<file path="src/rtl/sbus_timer_pkg.sv">
package sbus_timer_pkg;

  localparam int unsigned GAP_KINDS = 3;

  typedef enum logic [1:0] {
    GAP_ACK = 2'd0,
    GAP_SUB = 2'd1,
    GAP_RST = 2'd2
  } gap_kind_e;

  // Saturating increment of the idle measure.
  function automatic int unsigned idle_step(int unsigned cur, int unsigned limit);
    return (cur >= limit) ? limit : cur + 1;
  endfunction

  // True when the next idle tick makes the count equal to the threshold.
  function automatic logic crosses(int unsigned cur, int unsigned thresh);
    return (cur + 1) == thresh;
  endfunction

  // Position inside an arbitration bit after one more tick.
  function automatic int unsigned arb_advance(int unsigned pos, int unsigned len);
    return (pos + 1 >= len) ? 0 : pos + 1;
  endfunction

endpackage

</file>
<file path="src/rtl/sbus_idle_counter.sv">
module sbus_idle_counter
  import sbus_timer_pkg::*;
#(
  parameter int unsigned LIMIT = 20,
  localparam int unsigned CW = $clog2(LIMIT + 1)
) (
  input  logic          clk,
  input  logic          rst,
  input  logic          tick_i,
  input  logic          idle_i,
  output logic [CW-1:0] count_o,
  output logic          step_o
);

  logic [CW-1:0] count_q;

  // Named event: one idle tick is accounted this cycle.
  assign step_o  = tick_i && idle_i && (32'(count_q) < LIMIT);
  assign count_o = count_q;

  always_ff @(posedge clk) begin
    if (rst) begin
      count_q <= '0;
    end else if (!idle_i) begin
      count_q <= '0;
    end else if (step_o) begin
      count_q <= CW'(idle_step(32'(count_q), LIMIT));
    end
  end

  p_saturate_r3: assert property (@(posedge clk) disable iff (rst)
    32'(count_q) <= LIMIT);

  p_busy_clears_r2: assert property (@(posedge clk) disable iff (rst)
    !idle_i |=> count_q == '0);

  p_step_adds_one_r2: assert property (@(posedge clk) disable iff (rst)
    step_o |=> count_q == $past(count_q) + CW'(1));

  p_hold_no_tick_r2: assert property (@(posedge clk) disable iff (rst)
    (idle_i && !tick_i) |=> $stable(count_q));

endmodule

</file>
<file path="src/rtl/sbus_gap_stage.sv">
module sbus_gap_stage
  import sbus_timer_pkg::*;
#(
  parameter int unsigned THRESH = 8,
  parameter int unsigned CW     = 5
) (
  input  logic          clk,
  input  logic          rst,
  input  logic          tick_i,
  input  logic          idle_i,
  input  logic [CW-1:0] count_i,
  output logic          pulse_o,
  output logic          level_o
);

  logic hit;
  logic pulse_q;

  // Named event: this tick completes the threshold.
  assign hit     = tick_i && idle_i && crosses(32'(count_i), THRESH);
  assign level_o = 32'(count_i) >= THRESH;
  assign pulse_o = pulse_q;

  always_ff @(posedge clk) begin
    if (rst) pulse_q <= 1'b0;
    else     pulse_q <= hit;
  end

  // Covers R4, R5 and R6 per instance.
  p_pulse_single_r4: assert property (@(posedge clk) disable iff (rst)
    pulse_q |=> !pulse_q);

  p_pulse_with_level_r4: assert property (@(posedge clk) disable iff (rst)
    pulse_q |-> level_o);

  p_level_needs_pulse_r4: assert property (@(posedge clk) disable iff (rst)
    $rose(level_o) |-> pulse_q);

endmodule

</file>
<file path="src/rtl/sbus_gap_detect.sv">
module sbus_gap_detect
  import sbus_timer_pkg::*;
#(
  parameter int unsigned ACK_GAP = 8,
  parameter int unsigned SUB_GAP = 14,
  parameter int unsigned RST_GAP = 20,
  localparam int unsigned CW = $clog2(RST_GAP + 1)
) (
  input  logic                 clk,
  input  logic                 rst,
  input  logic                 tick_i,
  input  logic                 idle_i,
  output logic [GAP_KINDS-1:0] pulse_o,
  output logic [GAP_KINDS-1:0] level_o
);

  localparam int unsigned THR [GAP_KINDS] = '{ACK_GAP, SUB_GAP, RST_GAP};

  logic [CW-1:0] idle_count;
  logic          idle_step_ev;

  sbus_idle_counter #(.LIMIT(RST_GAP)) u_count (
    .clk     (clk),
    .rst     (rst),
    .tick_i  (tick_i),
    .idle_i  (idle_i),
    .count_o (idle_count),
    .step_o  (idle_step_ev)
  );

  for (genvar g = 0; g < GAP_KINDS; g++) begin : g_stage
    sbus_gap_stage #(.THRESH(THR[g]), .CW(CW)) u_stage (
      .clk     (clk),
      .rst     (rst),
      .tick_i  (tick_i),
      .idle_i  (idle_i),
      .count_i (idle_count),
      .pulse_o (pulse_o[g]),
      .level_o (level_o[g])
    );
  end

  p_nest_rst_sub_r7: assert property (@(posedge clk) disable iff (rst)
    level_o[GAP_RST] |-> level_o[GAP_SUB]);

  p_nest_sub_ack_r7: assert property (@(posedge clk) disable iff (rst)
    level_o[GAP_SUB] |-> level_o[GAP_ACK]);

  p_one_pulse_r7: assert property (@(posedge clk) disable iff (rst)
    $onehot0(pulse_o));

  p_pulse_follows_step_r2: assert property (@(posedge clk) disable iff (rst)
    (pulse_o != '0) |-> $past(idle_step_ev));

endmodule

</file>
<file path="src/rtl/sbus_arb_bit_timer.sv">
module sbus_arb_bit_timer
  import sbus_timer_pkg::*;
#(
  parameter int unsigned BIT_LEN   = 8,
  parameter int unsigned SAMPLE_AT = 5,
  localparam int unsigned PW = $clog2(BIT_LEN)
) (
  input  logic clk,
  input  logic rst,
  input  logic tick_i,
  input  logic req_i,
  output logic bound_o,
  output logic sample_o
);

  logic [PW-1:0] pos_q;
  logic          advance;
  logic          bound_q;
  logic          sample_q;

  assign advance  = tick_i && req_i;
  assign bound_o  = bound_q;
  assign sample_o = sample_q;

  always_ff @(posedge clk) begin
    if (rst || !req_i) begin
      pos_q    <= '0;
      bound_q  <= 1'b0;
      sample_q <= 1'b0;
    end else begin
      bound_q  <= tick_i && (pos_q == '0);
      sample_q <= tick_i && (32'(pos_q) == SAMPLE_AT);
      if (tick_i) pos_q <= PW'(arb_advance(32'(pos_q), BIT_LEN));
    end
  end

  p_quiet_without_req_r8: assert property (@(posedge clk) disable iff (rst)
    !req_i |=> (!bound_q && !sample_q && pos_q == '0));

  p_hold_without_tick_r8: assert property (@(posedge clk) disable iff (rst)
    (req_i && !tick_i) |=> $stable(pos_q));

  p_bound_then_pos1_r9: assert property (@(posedge clk) disable iff (rst)
    bound_q |-> pos_q == PW'(1 % BIT_LEN));

  p_sample_then_next_r10: assert property (@(posedge clk) disable iff (rst)
    sample_q |-> pos_q == PW'((SAMPLE_AT + 1) % BIT_LEN));

  p_strobes_exclusive_r10: assert property (@(posedge clk) disable iff (rst)
    !(bound_q && sample_q));

  p_strobe_needs_tick_r8: assert property (@(posedge clk) disable iff (rst)
    (bound_q || sample_q) |-> $past(advance));

endmodule

</file>
<file path="src/rtl/sbus_gap_arb_timer.sv">
module sbus_gap_arb_timer
  import sbus_timer_pkg::*;
#(
  parameter int unsigned ACK_GAP       = 8,
  parameter int unsigned SUB_GAP       = 14,
  parameter int unsigned RST_GAP       = 20,
  parameter int unsigned ARB_BIT_LEN   = 8,
  parameter int unsigned ARB_SAMPLE_AT = 5
) (
  input  logic clk,
  input  logic rst,
  input  logic tick_i,
  input  logic bus_idle_i,
  input  logic arb_req_i,
  output logic ack_gap_pulse_o,
  output logic sub_gap_pulse_o,
  output logic rst_gap_pulse_o,
  output logic ack_gap_o,
  output logic sub_gap_o,
  output logic rst_gap_o,
  output logic arb_bound_o,
  output logic arb_sample_o
);

  logic [GAP_KINDS-1:0] gap_pulse;
  logic [GAP_KINDS-1:0] gap_level;

  sbus_gap_detect #(
    .ACK_GAP (ACK_GAP),
    .SUB_GAP (SUB_GAP),
    .RST_GAP (RST_GAP)
  ) u_gap (
    .clk     (clk),
    .rst     (rst),
    .tick_i  (tick_i),
    .idle_i  (bus_idle_i),
    .pulse_o (gap_pulse),
    .level_o (gap_level)
  );

  sbus_arb_bit_timer #(
    .BIT_LEN   (ARB_BIT_LEN),
    .SAMPLE_AT (ARB_SAMPLE_AT)
  ) u_arb (
    .clk      (clk),
    .rst      (rst),
    .tick_i   (tick_i),
    .req_i    (arb_req_i),
    .bound_o  (arb_bound_o),
    .sample_o (arb_sample_o)
  );

  assign ack_gap_pulse_o = gap_pulse[GAP_ACK];
  assign sub_gap_pulse_o = gap_pulse[GAP_SUB];
  assign rst_gap_pulse_o = gap_pulse[GAP_RST];
  assign ack_gap_o       = gap_level[GAP_ACK];
  assign sub_gap_o       = gap_level[GAP_SUB];
  assign rst_gap_o       = gap_level[GAP_RST];

  p_reset_quiet_r1: assert property (@(posedge clk)
    $past(rst) |-> (gap_pulse == '0 && gap_level == '0 && !arb_bound_o && !arb_sample_o));

endmodule

</file>
<file path="config.mk">
export PLATFORM = sky130hd
export DESIGN_NAME = sbus_gap_arb_timer
export DESIGN_NICKNAME = d
export VERILOG_FILES = /design/src/rtl/sbus_timer_pkg.sv /design/src/rtl/sbus_idle_counter.sv /design/src/rtl/sbus_gap_stage.sv /design/src/rtl/sbus_gap_detect.sv /design/src/rtl/sbus_arb_bit_timer.sv /design/src/rtl/sbus_gap_arb_timer.sv
export SDC_FILE = /design/constraint.sdc
export NUM_CORES = 1
export LEC_CHECK = 0
export ABC_AREA = 1
export ABC_CLOCK_PERIOD_IN_PS = 1100
export CAP_MARGIN = 25
export CORE_MARGIN = 4
export CORE_UTILIZATION = 45
export DETAILED_ROUTE_END_ITERATION = 6
export PLACE_DENSITY = 0.74
export SLEW_MARGIN = 40
export SYNTH_ARGS = -nofsm -noshare
export SYNTH_HDL_FRONTEND = slang
export SYNTH_SLANG_ARGS = --single-unit
</file>
<file path="constraint.sdc">
create_clock -name clk -period 1.1 [get_ports clk]
set_clock_uncertainty 0.05 [all_clocks]
set_input_delay 0.165 -clock clk [delete_from_list [all_inputs] [get_ports clk]]
set_output_delay 0.165 -clock clk [all_outputs]
set_load 0.03 [all_outputs]
</file>
==> impl_metrics.tcl <==
set metrics [dict create \
    final_max_slew_viol_count 0 \
    worst-path-buf-inv 2 \
    start_util 0.497 \
    grt_pass1_vias 784 \
    syn_area_per_cell_um2 6.98 \
    drc_errors 0 \
    fin_cells 166 \
    cts_buffers 3 \
    row_count 14 \
    pwr-share-clk 0.308 \
    placed_cells 151 \
    finalHoldViolCount 0 \
    fin_area_um2 1270 \
    violations "setup timing" \
    max_cap_violations 0 \
    cp_max_fo 2 \
    syn_to_final_growth_pct 64.0 \
    swShare 0.275 \
    worst_slew_pin_slew_ns 0.279 \
    fin_tns_setup_ns -1.26 \
    diodes 0 \
    synth.largest_area_cell "dfxtp_1" \
    fmax_ghz 0.750 \
    placed_area_um2 998 \
    grt_overflow_total 0 \
    pwr_density_cell_nw_per_um2 761 \
    min_period_ns 1.33 \
    wl_per_cell_um 15.2 \
    synth_cells 111 \
    die_h_um 49.5 \
    drt_iter0_markers 37 \
    r2r_start "u_gap.u_count.count_o[0]$_SDFFE_PP0P_" \
    r2r_end "u_gap.u_count.count_o[2]$_SDFFE_PP0P_" \
    ys_warn_count 0 \
    die_w_um 49.5 \
    whs_endpoint "u_gap.g_stage[1].u_stage.pulse_o$_SDFF_PP0_" \
    period_share 1.21 \
    syn_nets 123 \
    hold_ws_ns 0.300 \
    antenna_left 0 \
    synth_area_um2 774 \
    critPathTopFamily "flip-flops" \
    slowest_stage "dfxtp_2" \
    hold_class "input port to flip-flop" \
    arrival_ns 1.12 \
    final_common_cell "buf_4" \
    path_class "flip-flop to output pin" \
    rsz0062_at_grt "yes" \
    yosysUniqueCellTypes 19 \
    drt-total-wl_um 2530 \
    finalSetupViolations 10 \
    r2r_cells 7 \
    final_cell_mix "24 x buf_4, 23 x nand2_1, 14 x nor2_1" \
    cts_tree "done" \
    vias 877 \
    finalNetCount 163 \
    htree_levels 1 \
    core_area_um2 1560 \
    relSlewSlack 0.812 \
    cts-root-buf "clkbuf_4" \
    numPortBuffers 12 \
    max_stage_delay_ns 0.33 \
    dr.pass1.iters 4 \
    grt_use_total 0.178 \
    power.switching_w 0.000266 \
    fp.dieArea_um2 2450 \
    crit_path_start_kind "flip-flop" \
    p_comb_frac 0.188 \
    antenna_found_initial 0 \
    seq_power_share 0.504 \
    final_core_util 0.815 \
    status "finished, violations left" \
    p_int_w 0.000701 \
    whs_path_depth 5 \
    hp-start "tick_i" \
    cts.clk_slew.worst_paths_ns 0.08 \
    ys_seq_area_frac 0.336 \
    synth_top_area_share 0.336 \
    grt_pass1_wl_um 3400 \
    power.leakage_nw 0.584 \
    grt_max_degree 8 \
    synth-seq-cells 13 \
    crit_path_end_kind "output pin" \
    gp_congestion 0.846 \
    synth_area_leaders "dfxtp_1 34%, nand2_1 13%, ha_1 11%, nor2_1 8.2%, inv_1 6.8%" \
    rrSetupSlack_ns -0.17 \
    dpl.hpwl_um 1240 \
    io-pin-count 13 \
    layout-drive-gt1-share 0.513 \
    cts_sinks 13 \
    path_cells "inv_2, ha_4, nor2_4, o21ai_2, buf_6" \
    required_ns 0.88 \
    peakVddDrop_v 0.000652 \
    clock_latency_ns 0.27 \
    layout_setup_ws_ns -0.234 \
    clk_path_buf_depth 2 \
    via_per_inst 5.28 \
]
## per-layer routing
| layer | global-route usage | share of wire |
|---|---|---|
| met3 | 0.0452 | 0.066 |
| met2 | 0.301 | 0.47 |
| met5 | 0 | 0 |
| met4 | 0.0691 | 0.031 |
| met1 | 0.213 | 0.43 |
## worst max-delay path by stage
stage	to	cells past startpoint	slack [ns]	from
after CTS	sub_gap_o	5	-0.23	u_gap.u_count.count_o[0]$_SDFFE_PP0P_
after detailed placement	u_gap.u_count.count_o[2]$_SDFFE_PP0P_	6	-0.26	tick_i
after floorplan	u_gap.u_count.count_o[2]$_SDFFE_PP0P_	5	-0.05	u_gap.u_count.count_o[1]$_SDFFE_PP0P_
after global routing	sub_gap_o	5	-0.29	u_gap.u_count.count_o[0]$_SDFFE_PP0P_
final	sub_gap_o	5	-0.23	u_gap.u_count.count_o[0]$_SDFFE_PP0P_
after global placement	u_gap.u_count.count_o[3]$_SDFFE_PP0P_	7	-0.22	tick_i
## through the flow
stage / setup slack, ns / power [W]
3_3_place_gp: -0.216 / 0.000627
2_1_floorplan: -0.0533 / 0.000573
5_1_grt: -0.290 / 0.00102
6_report: -0.234 / 0.000967
4_1_cts: -0.228 / 0.000928
3_5_place_dp: -0.262 / 0.000631
## cell families after synthesis
logic type,synth area share
buf+inv,0.103
xor+xnor,0.0210
simple gates,0.360
flops,0.336
fa+ha+maj,0.113
compound gates,0.0662
## cell type report
cell class / instances / area [um^2]
Clock buffer: 4 / 26.3
Timing Repair Buffer: 37 / 324
Multi-Input combinational cell: 79 / 552
Inverter: 17 / 71.3
Sequential cell: 13 / 277
Tap cell: 16 / 20.0
Fill cell: 86 / 289
## power by group through the flow
stage	clock network, W	registers, W	logic [W]
floorplan	0	0.000503	0.0000701
global placement	0	0.000499	0.000128
detailed placement	0	0.000499	0.000131
CTS	0.000299	0.000484	0.000146
global route	0.000334	0.000489	0.000197
finish	0.000298	0.000487	0.000182
## state kept, by name, summed over array words and instances, names as in the netlist
| signal | count |
|---|---|
| u_gap.u_count.count_o | 5 |
| u_arb.pos_q | 3 |
| u_gap.g_stage.u_stage.pulse_o | 3 |
| u_arb.bound_o | 1 |
| u_arb.sample_o | 1 |
## tightest hold or removal path, cell delays in order
cell	delay [ns]
dlymetal6s2s_1	0.18
nand2_1	0.09
nor2_1	0.05
nand2_1	0.06
nor2_1	0.04
## synth_stat cells, drive strengths merged
cell and instances:
nor2 21, o211ai 1, o21ai 4, buf 2
inv 16, nor3 3, nand3 6, dfxtp 13
clkinv 1, xnor2 1, a21oi 4, nand2 31
ha 7, nand4 1
## timing repair
action	4_1_cts	5_1_grt
resized for setup	19	27
setup endpoints to repair	8	13
setup buffers	6	5
pin swaps	3	19
hold buffers	0	0
No activity file was read; power rests on OpenSTA's default activity.
